<file path="src/rtl/err_agg_pkg.sv">
package err_agg_pkg;

    typedef enum logic [1:0] {
        SEL_RAW    = 2'd0,
        SEL_MASKED = 2'd1,
        SEL_EN_SET = 2'd2,
        SEL_EN_CLR = 2'd3
    } reg_sel_e;

endpackage

</file>
<file path="src/rtl/err_agg_status.sv">
module err_agg_status #(
    parameter int NUM_SRC = 6
) (
    input  logic               clk,
    input  logic               rst_n,
    input  logic [NUM_SRC-1:0] evt_i,
    input  logic [NUM_SRC-1:0] clr_i,
    output logic [NUM_SRC-1:0] raw_o
);

    typedef struct packed {
        logic [NUM_SRC-1:0] raw;
    } st_t;

    st_t st_d, st_q;

    for (genvar i = 0; i < NUM_SRC; i++) begin : g_bit
        always_comb begin
            // event has priority over a clear of the same bit
            st_d.raw[i] = evt_i[i] | (st_q.raw[i] & ~clr_i[i]);
        end

        // a set bit without a clear stays set
        a_r2_sticky: assert property (@(posedge clk) disable iff (!rst_n)
            (st_q.raw[i] && !clr_i[i]) |=> st_q.raw[i]);
        // an event always lands, even under a clear
        a_r6_event_wins: assert property (@(posedge clk) disable iff (!rst_n)
            evt_i[i] |=> st_q.raw[i]);
        // a clear without an event empties the bit
        a_r5_clear_takes: assert property (@(posedge clk) disable iff (!rst_n)
            (clr_i[i] && !evt_i[i]) |=> !st_q.raw[i]);
    end

    always_ff @(posedge clk or negedge rst_n) begin
        if (!rst_n) st_q <= '0;
        else        st_q <= st_d;
    end

    assign raw_o = st_q.raw;

endmodule

</file>
<file path="src/rtl/err_agg_enable.sv">
module err_agg_enable #(
    parameter int NUM_SRC = 6
) (
    input  logic               clk,
    input  logic               rst_n,
    input  logic [NUM_SRC-1:0] set_i,
    input  logic [NUM_SRC-1:0] clr_i,
    output logic [NUM_SRC-1:0] en_o
);

    typedef struct packed {
        logic [NUM_SRC-1:0] en;
    } en_st_t;

    en_st_t en_d, en_q;

    always_comb begin
        en_d    = en_q;
        en_d.en = (en_q.en | set_i) & ~clr_i;
    end

    always_ff @(posedge clk or negedge rst_n) begin
        if (!rst_n) en_q <= '0;
        else        en_q <= en_d;
    end

    for (genvar i = 0; i < NUM_SRC; i++) begin : g_chk
        // set and clear strobes take effect next cycle
        a_r4_set_takes: assert property (@(posedge clk) disable iff (!rst_n)
            (set_i[i] && !clr_i[i]) |=> en_q.en[i]);
        a_r4_clr_takes: assert property (@(posedge clk) disable iff (!rst_n)
            clr_i[i] |=> !en_q.en[i]);
        a_r4_hold: assert property (@(posedge clk) disable iff (!rst_n)
            (!set_i[i] && !clr_i[i]) |=> $stable(en_q.en[i]));
    end

    assign en_o = en_q.en;

endmodule

</file>
<file path="src/rtl/err_agg_regif.sv">
module err_agg_regif
    import err_agg_pkg::*;
#(
    parameter int NUM_SRC = 6,
    parameter int DATA_W  = 32,
    parameter int ADDR_W  = 4
) (
    input  logic               reg_wr_i,
    input  logic [ADDR_W-1:0]  reg_addr_i,
    input  logic [DATA_W-1:0]  reg_wdata_i,
    input  logic [NUM_SRC-1:0] raw_i,
    input  logic [NUM_SRC-1:0] en_i,
    output logic [NUM_SRC-1:0] st_clr_o,
    output logic [NUM_SRC-1:0] en_set_o,
    output logic [NUM_SRC-1:0] en_clr_o,
    output logic [DATA_W-1:0]  reg_rdata_o
);

    localparam int PAD_W = DATA_W - NUM_SRC;

    reg_sel_e           sel;
    logic [NUM_SRC-1:0] wbits;
    logic [NUM_SRC-1:0] rd_bits;
    logic               unused_bits;

    assign sel         = reg_sel_e'(reg_addr_i[3:2]);
    assign wbits       = reg_wdata_i[NUM_SRC-1:0];
    assign unused_bits = ^{reg_wdata_i[DATA_W-1:NUM_SRC], reg_addr_i[1:0]};

    always_comb begin
        st_clr_o = '0;
        en_set_o = '0;
        en_clr_o = '0;
        if (reg_wr_i) begin
            unique case (sel)
                SEL_RAW, SEL_MASKED: st_clr_o = wbits;
                SEL_EN_SET:          en_set_o = wbits;
                SEL_EN_CLR:          en_clr_o = wbits;
            endcase
        end
    end

    always_comb begin
        unique case (sel)
            SEL_RAW:    rd_bits = raw_i;
            SEL_MASKED: rd_bits = raw_i & en_i;
            default:    rd_bits = en_i;
        endcase
        reg_rdata_o = {{PAD_W{1'b0}}, rd_bits};
    end

endmodule

</file>
<file path="src/rtl/err_agg_top.sv">
module err_agg_top #(
    parameter int          NUM_SRC    = 6,
    parameter int          DATA_W     = 32,
    parameter int          ADDR_W     = 4,
    parameter logic [5:0]  FATAL_MASK = 6'b01_0010
) (
    input  logic               clk,
    input  logic               rst_n,
    input  logic [NUM_SRC-1:0] err_evt_i,
    input  logic               reg_wr_i,
    input  logic [ADDR_W-1:0]  reg_addr_i,
    input  logic [DATA_W-1:0]  reg_wdata_i,
    output logic [DATA_W-1:0]  reg_rdata_o,
    output logic               err_irq_o,
    output logic               err_fatal_o
);

    logic [NUM_SRC-1:0] raw, en, masked;
    logic [NUM_SRC-1:0] st_clr, en_set, en_clr;

    err_agg_regif #(.NUM_SRC(NUM_SRC), .DATA_W(DATA_W), .ADDR_W(ADDR_W)) regif_i (
        .reg_wr_i    (reg_wr_i),
        .reg_addr_i  (reg_addr_i),
        .reg_wdata_i (reg_wdata_i),
        .raw_i       (raw),
        .en_i        (en),
        .st_clr_o    (st_clr),
        .en_set_o    (en_set),
        .en_clr_o    (en_clr),
        .reg_rdata_o (reg_rdata_o)
    );

    err_agg_status #(.NUM_SRC(NUM_SRC)) status_i (
        .clk   (clk),
        .rst_n (rst_n),
        .evt_i (err_evt_i),
        .clr_i (st_clr),
        .raw_o (raw)
    );

    err_agg_enable #(.NUM_SRC(NUM_SRC)) enable_i (
        .clk   (clk),
        .rst_n (rst_n),
        .set_i (en_set),
        .clr_i (en_clr),
        .en_o  (en)
    );

    assign masked      = raw & en;
    assign err_irq_o   = |masked;
    assign err_fatal_o = |(masked & FATAL_MASK[NUM_SRC-1:0]);

    // the fatal class is a subset of the interrupt sources
    a_r8_fatal_implies_irq: assert property (@(posedge clk) disable iff (!rst_n)
        err_fatal_o |-> err_irq_o);
    // no interrupt without at least one enable
    a_r7_irq_needs_enable: assert property (@(posedge clk) disable iff (!rst_n)
        err_irq_o |-> (en != '0));
    // an enabled event raises the interrupt next cycle
    a_r7_event_raises: assert property (@(posedge clk) disable iff (!rst_n)
        ((err_evt_i & en & ~en_clr) != '0) |=> err_irq_o);

endmodule

</file>
<file path="config.mk">
export PLATFORM = sky130hd
export DESIGN_NAME = err_agg_top
export DESIGN_NICKNAME = d
export VERILOG_FILES = /design/src/rtl/err_agg_pkg.sv /design/src/rtl/err_agg_status.sv /design/src/rtl/err_agg_enable.sv /design/src/rtl/err_agg_regif.sv /design/src/rtl/err_agg_top.sv
export SDC_FILE = /design/constraint.sdc
export NUM_CORES = 1
export LEC_CHECK = 0
export BUFFER_PORTS_ARGS = -buffer_cell sky130_fd_sc_hd__buf_2
export CAP_MARGIN = 15
export CELL_PAD_IN_SITES_DETAIL_PLACEMENT = 1
export CELL_PAD_IN_SITES_GLOBAL_PLACEMENT = 2
export CORE_ASPECT_RATIO = 0.75
export CORE_MARGIN = 3
export CORE_UTILIZATION = 18
export DETAILED_ROUTE_END_ITERATION = 6
export PLACE_DENSITY_LB_ADDON = 0.1
export SKIP_CTS_REPAIR_TIMING = 1
export SLEW_MARGIN = 30
export SYNTH_ARGS = -nofsm -noshare
export SYNTH_HDL_FRONTEND = slang
export SYNTH_SLANG_ARGS = --single-unit
</file>
<file path="constraint.sdc">
create_clock -name clk -period 1.15 [get_ports clk]
set_clock_uncertainty 0.1 [all_clocks]
set_input_delay 0.23 -clock clk [delete_from_list [all_inputs] [get_ports clk]]
set_output_delay 0.23 -clock clk [all_outputs]
set_load 0.02 [all_outputs]
</file>
## Word level (Yosys, flattened, before mapping)

Index checks and enable logic that the tools add are counted.

| storage, ports and cells | value |
|---|---|
| output and inout port bits | 34 |
| input bits | 45 |
| logic and storage cells | 38 |
| register bits after elaboration | 12 |

| operators by class | value |
|---|---|
| bitwise operators | 22 |
| reduce and logical (&&, ||, !) cells | 4 |
| equal/unequal tests | 3 |
| muxes and demuxes | 7 |

Operator list:

| operator | count |
|---|---|
| $mux W6 | 6 |
| $and A6 B6 Y6 | 2 |
| $pmux W6 S2 | 1 |
| $and A1 B1 Y1 | 6 |
| $not A1 Y1 | 6 |
| $not A6 Y6 | 1 |
| $or A1 B1 Y1 | 6 |
| $or A6 B6 Y6 | 1 |
| $reduce_or A6 Y1 | 1 |
| $eq A2 B2 Y1 const B | 2 |
| $reduce_or A2 Y1 | 2 |
| $eq A2 B1 Y1 const B | 1 |
| $logic_not A2 Y1 | 1 |

## Depth between registers and ports, before layout

Gate-level depths: netlist (run 1).

| depth | value |
|---|---|
| word-level depth | 7 |
| mapped depth | 4 |
| mapped depth without buffers | 2 |

## Modules after synthesis

Synthesis (run 1) repeated with hierarchy kept, for this count alone.

| second synthesis, totals | value |
|---|---|
| cells, all modules | 96 |
| area total of the unflattened synthesis | 840.8 µm² |

By module, submodules not included:

| module | seq. area each (µm²) | instances | cells each | area each (µm²) |
|---|---|---|---|---|
| err_agg_regif | 0.0 | 1 | 61 | 365.4 |
| err_agg_status | 150.1 | 1 | 18 | 217.7 |
| err_agg_enable | 150.1 | 1 | 12 | 210.2 |
| err_agg_top | 0.0 | 1 | 5 | 47.5 |

## Least setup slack after synthesis (run 1)

Ideal clock, no wire load.

| timing path | value |
|---|---|
| kind | reg-to-output |
| start | register status_i.st_q (netlist bit status_i.raw_o[4]) |
| end | output err_irq_o |
| path buffers | 0 |
| cell stages (with the launch flop) | 3 |
| path slack | -0.197 ns |
| arrival | 1.017 ns |
| required time | 0.820 ns |
| cells stage by stage | dfrtp_1 a22o_1 nand4b_1 |

| between the ends | value |
|---|---|
| longest elaborated chain between the ends | 2 |

RTL lines:

| element | RTL line | RTL |
|---|---|---|
| start, declared | err_agg_status.sv:15 | `st_t st_d, st_q;` |
| start signal, assigned | err_agg_status.sv:36 | `else st_q <= st_d;` |
| $and A6 B6 Y6 | err_agg_top.sv:49 | `assign masked = raw & en;` |
| $reduce_or A6 Y1 | err_agg_top.sv:50 | `assign err_irq_o = \|masked;` |
| end, declared | err_agg_top.sv:14 | `output logic err_irq_o,` |

Every way passes these cells.

## Worst setup path in the final report (run 1)

| timing path | value |
|---|---|
| start | register enable_i.en_q (netlist bit enable_i.en_o[4]) |
| end | output err_fatal_o |

| between the ends | value |
|---|---|
| longest elaborated chain between the ends | 2 |

RTL lines:

| element | RTL line | RTL |
|---|---|---|
| start, declared | err_agg_enable.sv:15 | `en_st_t en_d, en_q;` |
| start signal, assigned | err_agg_enable.sv:24 | `else en_q <= en_d;` |
| $and A6 B6 Y6 | err_agg_top.sv:49 |  |
| $reduce_or A2 Y1 | err_agg_top.sv:51 | `assign err_fatal_o = \|(masked & FATAL_MASK[NUM_SRC-1:0]);` |
| end, declared | err_agg_top.sv:15 | `output logic err_fatal_o` |

Every way passes these cells.

==> results of run 1 <==
[worst max-delay path, delay by kind of cell, from the launching register on]
family | cells | cell delay, ps
flops | 1 | 400
buf+inv | 3 | 350
compound gates | 1 | 260
[layout make-up]
class | count | area share
inverter | 6 | 0.0195
clock buffer | 4 | 0.0476
multi-input combinational | 62 | 0.348
sequential | 12 | 0.259
tap | 57 | 0.0616
timing repair buffer | 43 | 0.264
[per-stage QoR]
step / setup WS [ps] / hold WS, ps
final: -424 / 62.7
after global placement: -182 / 40.0
after floorplan: -160 / -166
after global routing: -480 / 63.4
after detailed placement: -176 / 40.4
after CTS: -446 / -221
[per-layer routing]
metal,vias up,routed length [um],track usage
li1,318,-,-
met3,4,195,0.0311
met4,0,27,0.0178
met1,304,947,0.0927
met5,-,0,0
met2,33,944,0.107
[cell usage after synthesis]
library cell | instances | area share
a22o_1 | 1 | 0.010
mux2i_1 | 6 | 0.070
nand4b_1 | 1 | 0.010
conb_1 | 1 | 0.0044
nand3_1 | 2 | 0.012
buf_12 | 1 | 0.023
nand3_2 | 4 | 0.047
buf_6 | 2 | 0.026
a21o_1 | 6 | 0.052
nand2_1 | 2 | 0.0087
nand3b_1 | 6 | 0.052
inv_1 | 6 | 0.026
buf_4 | 26 | 0.23
nor2_4 | 1 | 0.013
o22a_1 | 6 | 0.061
dfrtp_1 | 12 | 0.35
a22oi_1 | 1 | 0.0087
[power by group through the flow]
stage	logic, uW	registers [uW]	clock network, uW
after floorplan	357	514	0
after global placement	472	518	0
after detailed placement	474	518	0
after CTS	477	510	480
after global routing	583	520	493
final	536	511	461
[flip-flops by register name, summed over array words and instances (netlist names)]
register,flops
enable_i.en_o,6
status_i.raw_o,6
[cells by family after synthesis]
| kind of cell | Yosys count | synth area share |
|---|---|---|
| and+or+nand+nor | 16 | 0.142 |
| AOI/OAI and AO/OA | 14 | 0.132 |
| DFF | 12 | 0.349 |
| buffers and inverters | 35 | 0.302 |
| muxes | 6 | 0.0698 |
| other | 1 | 0.00436 |
[layout by cell type, fill, tap and decap left out]
master | Yosys | final
clkbuf_8 | 0 | 4
dlygate4sd3_1 | 0 | 1
dfrtp_1 | 12 | 12
mux2i_1 | 6 | 6
inv_1 | 6 | 6
conb_1 | 1 | 26
buf_6 | 2 | 8
o22a_1 | 6 | 6
nand2_1 | 2 | 2
buf_2 | 0 | 20
nand3_2 | 4 | 4
nand3_1 | 2 | 2
nand4b_1 | 1 | 1
a22o_4 | 0 | 1
buf_4 | 26 | 14
nand3b_1 | 6 | 6
a22oi_1 | 1 | 1
nor2_4 | 1 | 1
a21o_1 | 6 | 6
[path summary, 6_finish.rpt]
kind,from,end,cells past startpoint
worst max register to register,status_i.raw_o[0],status_i.raw_o[0],2
worst min register to register,enable_i.en_o[3],enable_i.en_o[3],2
max in group asynchronous,rst_n,status_i.raw_o[1],2
worst min-delay path,err_evt_i[3],status_i.raw_o[3],2
min in group asynchronous,rst_n,enable_i.en_o[5],2
worst max-delay path,enable_i.en_o[4],err_fatal_o,4
==> flow_results.xml, run 1 <==
<?xml version="1.0" encoding="UTF-8"?>
<metrics>
  <group name="place">
    <metric name="placedCellCount" unit="">176</metric>
    <metric name="post-dp-hpwl" unit="um">1680</metric>
    <metric name="io_buffer_count" unit="">24</metric>
    <metric name="place.gp.congestion" unit="">0.648</metric>
    <metric name="dpl_cell_area" unit="mm2">0.00103</metric>
  </group>
  <group name="global_routing">
    <metric name="global_route_wire_length_before_repair" unit="um">3040</metric>
    <metric name="grt_pass1_vias" unit="">599</metric>
    <metric name="grt_start_max_net_pins" unit="">13</metric>
    <metric name="grt_antenna_before_repair" unit="">0</metric>
    <metric name="global_route.overflow_total" unit="">0</metric>
    <metric name="groute.usage.overall" unit="">0.0710</metric>
  </group>
  <group name="clock_network">
    <metric name="clk-insertion-delay-late" unit="ps">240</metric>
    <metric name="htree_num_levels" unit="">1</metric>
    <metric name="clock-sinks" unit="">12</metric>
    <metric name="clkTransAtPathRegs" unit="ps">60</metric>
    <metric name="cts_buffer_depth" unit="">2</metric>
    <metric name="clock-root-buffer" unit="">clkbuf_8</metric>
    <metric name="cts_buffers" unit="">3</metric>
    <metric name="cts_tree" unit="">yes</metric>
  </group>
  <group name="timing">
    <metric name="layout_setup_ws" unit="ps">-424</metric>
    <metric name="timing.final.setup_violations" unit="">8</metric>
    <metric name="timing_hold_violations_final" unit="">0</metric>
    <metric name="timing.fmax" unit="MHz">635</metric>
    <metric name="drv_slew" unit="">0</metric>
    <metric name="post-route-period-util" unit="">1.37</metric>
    <metric name="layout_min_cycle_time" unit="ps">1570</metric>
    <metric name="rsz0062_at_grt" unit="">yes</metric>
    <metric name="fin_tns_setup" unit="ps">-2230</metric>
  </group>
  <group name="outcome">
    <metric name="status" unit="">complete, but fails checks</metric>
    <metric name="violations" unit="">negative setup slack</metric>
  </group>
  <group name="power">
    <metric name="p_comb_frac" unit="">0.355</metric>
    <metric name="power.static_leakage" unit="uW">0.000590</metric>
    <metric name="intPower" unit="uW">1030</metric>
    <metric name="net-switching-power" unit="uW">478</metric>
    <metric name="peakVddDrop" unit="uV">379</metric>
    <metric name="total_power" unit="uW">1510</metric>
    <metric name="power_share_of_the_sequential_group" unit="">0.339</metric>
    <metric name="power_per_cell_area" unit="mW/mm2">1300</metric>
    <metric name="power.share.switching" unit="">0.317</metric>
    <metric name="p_clk_frac" unit="">0.305</metric>
  </group>
  <group name="detailed_routing">
    <metric name="route.detailed.vias_per_inst" unit="">3.58</metric>
    <metric name="via_count" unit="">659</metric>
    <metric name="drt-wirelength-per-cell" unit="um">11.5</metric>
    <metric name="totalWireLength" unit="um">2110</metric>
    <metric name="drt_pre_antenna_iters" unit="">4</metric>
    <metric name="final_antenna_net_count" unit="">0</metric>
    <metric name="drc_errors" unit="">0</metric>
    <metric name="drt_first_iter_violations" unit="">4</metric>
  </group>
  <group name="worst_setup_path">
    <metric name="crit_path_top_delay_cell" unit="">dfrtp_1</metric>
    <metric name="setup.worst_path.start_class" unit="">register</metric>
    <metric name="worst-r2r-setup-slack" unit="ps">260</metric>
    <metric name="critical_path.max_stage_delay" unit="ps">400</metric>
    <metric name="critical_path_rt" unit="ps">820</metric>
    <metric name="critical_path.endpoint_type" unit="">output pin</metric>
    <metric name="cp.arrival" unit="ps">1240</metric>
    <metric name="timing_worst_setup_path_type" unit="">register to output pin</metric>
    <metric name="cell_mode_on_critical_path" unit="">buf_6</metric>
    <metric name="critical_path.cell_chain" unit="">a22o_4, buf_4, buf_6, buf_6</metric>
    <metric name="cp_max_fo" unit="">2</metric>
  </group>
  <group name="finish">
    <metric name="finalNonFillerCells" unit="">184</metric>
    <metric name="areaGrowthSynthToFinish" unit="%">34.4</metric>
    <metric name="final_core_util" unit="">0.255</metric>
    <metric name="finish.net_count" unit="">173</metric>
    <metric name="nFillCells" unit="">545</metric>
    <metric name="drive_gt1_frac" unit="">0.409</metric>
    <metric name="final_area" unit="mm2">0.00116</metric>
    <metric name="seq_area" unit="um2">300</metric>
    <metric name="area_used_by_multi_input_combinational_logic" unit="um2">403</metric>
    <metric name="antenna_cells" unit="">0</metric>
  </group>
  <group name="die">
    <metric name="die_w" unit="um">85.9</metric>
    <metric name="io_pins" unit="">79</metric>
    <metric name="start_util" unit="">0.189</metric>
    <metric name="floorplan.core_area" unit="mm2">0.00455</metric>
    <metric name="fp.dieH" unit="um">65.9</metric>
    <metric name="die_area" unit="mm2">0.00566</metric>
    <metric name="rows" unit="">21</metric>
  </group>
  <group name="flow_run">
    <metric name="drv.max_cap_violation_count" unit="">0</metric>
  </group>
  <group name="synthesis">
    <metric name="syn_area_per_cell" unit="um2">10.2</metric>
    <metric name="synth-warning-count" unit="">0</metric>
    <metric name="synthDistinctLibCells" unit="">17</metric>
    <metric name="post_synth_instance_area" unit="um2">861</metric>
    <metric name="postSynthRegisterBits" unit="">12</metric>
    <metric name="seq_total_area_yosys" unit="">0.349</metric>
    <metric name="synth_cells" unit="">84</metric>
  </group>
  <group name="hold_path">
    <metric name="hold_class" unit="">primary input to register</metric>
  </group>
</metrics>
No activity file was read; power rests on OpenSTA's default activity.
==> run 2: changes to the inputs <==
Clock period 1.15 ns to 1.5 ns, I/O delays scaled along.
==> flow_results.xml, run 2 (synthesis gave the netlist of run 1 again) <==
<?xml version="1.0" encoding="UTF-8"?>
<metrics>
  <group name="global_routing">
    <metric name="groute.usage.overall" unit="">0.0752</metric>
    <metric name="grt_pass1_vias" unit="">596</metric>
    <metric name="grt_antenna_before_repair" unit="">0</metric>
    <metric name="global_route_wire_length_before_repair" unit="um">3150</metric>
    <metric name="global_route.overflow_total" unit="">0</metric>
    <metric name="grt_start_max_net_pins" unit="">13</metric>
  </group>
  <group name="finish">
    <metric name="areaGrowthSynthToFinish" unit="%">20.5</metric>
    <metric name="mostFrequentLayoutCell" unit="">conb_1</metric>
    <metric name="finish.net_count" unit="">161</metric>
    <metric name="drive_gt1_frac" unit="">0.339</metric>
    <metric name="seq_area" unit="um2">300</metric>
    <metric name="most_used_cells_in_the_layout_excluding_fill_and_tap_cells" unit="">26 x conb_1, 23 x buf_2, 12 x dfrtp_1</metric>
    <metric name="antenna_cells" unit="">0</metric>
    <metric name="nFillCells" unit="">535</metric>
    <metric name="area_used_by_multi_input_combinational_logic" unit="um2">394</metric>
  </group>
  <group name="die">
    <metric name="die_w" unit="um">85.9</metric>
    <metric name="fp.dieH" unit="um">65.9</metric>
    <metric name="floorplan.core_area" unit="mm2">0.00455</metric>
    <metric name="rows" unit="">21</metric>
    <metric name="die_area" unit="mm2">0.00566</metric>
    <metric name="io_pins" unit="">79</metric>
    <metric name="start_util" unit="">0.189</metric>
  </group>
  <group name="timing">
    <metric name="post-route-period-util" unit="">1.12</metric>
    <metric name="worst_hold_slack" unit="ps">129</metric>
    <metric name="fin_tns_setup" unit="ps">-260</metric>
    <metric name="layout_min_cycle_time" unit="ps">1670</metric>
    <metric name="timing_hold_violations_final" unit="">0</metric>
    <metric name="drv_slew" unit="">0</metric>
    <metric name="timing.fmax" unit="MHz">597</metric>
    <metric name="layout_setup_ws" unit="ps">-174</metric>
    <metric name="rsz0062_at_grt" unit="">yes</metric>
    <metric name="timing.final.setup_violations" unit="">2</metric>
  </group>
  <group name="worst_setup_path">
    <metric name="worst-r2r-setup-slack" unit="ps">730</metric>
    <metric name="critical_path_rt" unit="ps">1100</metric>
    <metric name="setup.worst_path.start_class" unit="">register</metric>
    <metric name="crit_path_top_delay_cell" unit="">dfrtp_1</metric>
    <metric name="timing_worst_setup_path_type" unit="">register to output pin</metric>
    <metric name="critical_path.cell_chain" unit="">a22o_1, nand4b_1, buf_2</metric>
    <metric name="r2r_cells" unit="">1</metric>
    <metric name="regToRegStartpoint" unit="">status_i.raw_o[0]</metric>
    <metric name="critical_path.endpoint_type" unit="">output pin</metric>
    <metric name="r2r-end" unit="">status_i.raw_o[0]</metric>
    <metric name="cp_max_fo" unit="">3</metric>
    <metric name="cp.arrival" unit="ps">1270</metric>
    <metric name="critical_path.max_stage_delay" unit="ps">410</metric>
  </group>
  <group name="clock_network">
    <metric name="htree_num_levels" unit="">1</metric>
    <metric name="cts_tree" unit="">yes</metric>
    <metric name="clkTransAtPathRegs" unit="ps">60</metric>
    <metric name="clock-root-buffer" unit="">clkbuf_8</metric>
    <metric name="clock-sinks" unit="">12</metric>
    <metric name="cts_buffer_depth" unit="">2</metric>
    <metric name="clk-insertion-delay-late" unit="ps">240</metric>
    <metric name="cts_buffers" unit="">3</metric>
  </group>
  <group name="place">
    <metric name="io_buffer_count" unit="">24</metric>
    <metric name="place.gp.congestion" unit="">0.630</metric>
    <metric name="post-dp-hpwl" unit="um">1670</metric>
  </group>
  <group name="flow_run">
    <metric name="drv.max_cap_violation_count" unit="">0</metric>
  </group>
  <group name="power">
    <metric name="total_power" unit="uW">1080</metric>
    <metric name="power.static_leakage" unit="uW">0.000525</metric>
    <metric name="peakVddDrop" unit="uV">463</metric>
    <metric name="power_per_cell_area" unit="mW/mm2">1040</metric>
  </group>
  <group name="detailed_routing">
    <metric name="drc_errors" unit="">0</metric>
    <metric name="totalWireLength" unit="um">2090</metric>
    <metric name="drt_first_iter_violations" unit="">15</metric>
    <metric name="route.detailed.vias_per_inst" unit="">3.55</metric>
    <metric name="final_antenna_net_count" unit="">0</metric>
    <metric name="via_count" unit="">610</metric>
    <metric name="drt-wirelength-per-cell" unit="um">12.1</metric>
    <metric name="drt_pre_antenna_iters" unit="">2</metric>
  </group>
  <group name="hold_path">
    <metric name="hold_class" unit="">primary input to register</metric>
    <metric name="hold_start" unit="">err_evt_i[1]</metric>
    <metric name="min_delay_path_depth" unit="">2</metric>
    <metric name="min_to" unit="">status_i.raw_o[1]</metric>
  </group>
  <group name="outcome">
    <metric name="violations" unit="">negative setup slack</metric>
    <metric name="status" unit="">complete, but fails checks</metric>
  </group>
</metrics>
## run 2: cell types whose count changed in the layout (fill, tap and decap cells not counted)
cell / previous run / this run
buf_4: 14 / 5
buf_6: 8 / 1
buf_2: 20 / 23
a22o_1: 0 / 1
a22o_4: 1 / 0
buf_12: 0 / 1
## run 2: critical path: cells and delay by family (launching register included)
kind,cells,cell delay (ps)
simple gates,1,170
compound gates,1,270
flops,1,410
buf+inv,1,180
## run 2: layout make-up
cell class                 instances  share of cell area
clock buffer                       4              0.0531
inverter                           6              0.0217
multi-input combinational         62               0.380
sequential                        12               0.290
tap                               57              0.0688
timing repair buffer              31               0.187
## run 2: worst max path at each step
stage / depth (start not counted) / slack, ps / end / start
after floorplan: 2 / 80 / err_irq_o / status_i.raw_o[4]
after global placement: 3 / 90 / err_irq_o / status_i.raw_o[4]
after detailed placement: 3 / 70 / err_irq_o / status_i.raw_o[4]
after CTS: 3 / -200 / err_irq_o / status_i.raw_o[4]
after global routing: 3 / -230 / err_irq_o / enable_i.en_o[4]
final: 3 / -170 / err_irq_o / enable_i.en_o[4]
## run 2: per-stage QoR
stage | setup slack [ps] | utilization | instances | cell area, um2
after floorplan | 82.7 | - | 109 | 955
after global placement | 90.9 | 0.211 | 166 | 958
after detailed placement | 70.7 | 0.211 | 166 | 958
after CTS | -198 | 0.223 | 170 | 1010
after global routing | -231 | 0.228 | 172 | 1040
final | -174 | 0.228 | 172 | 1040
## run 2: layer usage
metal  wire length (um)  part of all wire  vias to the layer above  GRT usage
met4                  0                 0                        0     0.0119
li1                   -                 -                      296          -
met1               1060              0.51                      285      0.108
met2                856              0.41                       29      0.109
met3                170             0.081                        0     0.0274
met5                  0                 0                        -          0
## run 2: power by group
part	total (uW)	internal, uW	switching (uW)
sequential	396	363	32.5
combinational	325	125	200
clock	361	232	128
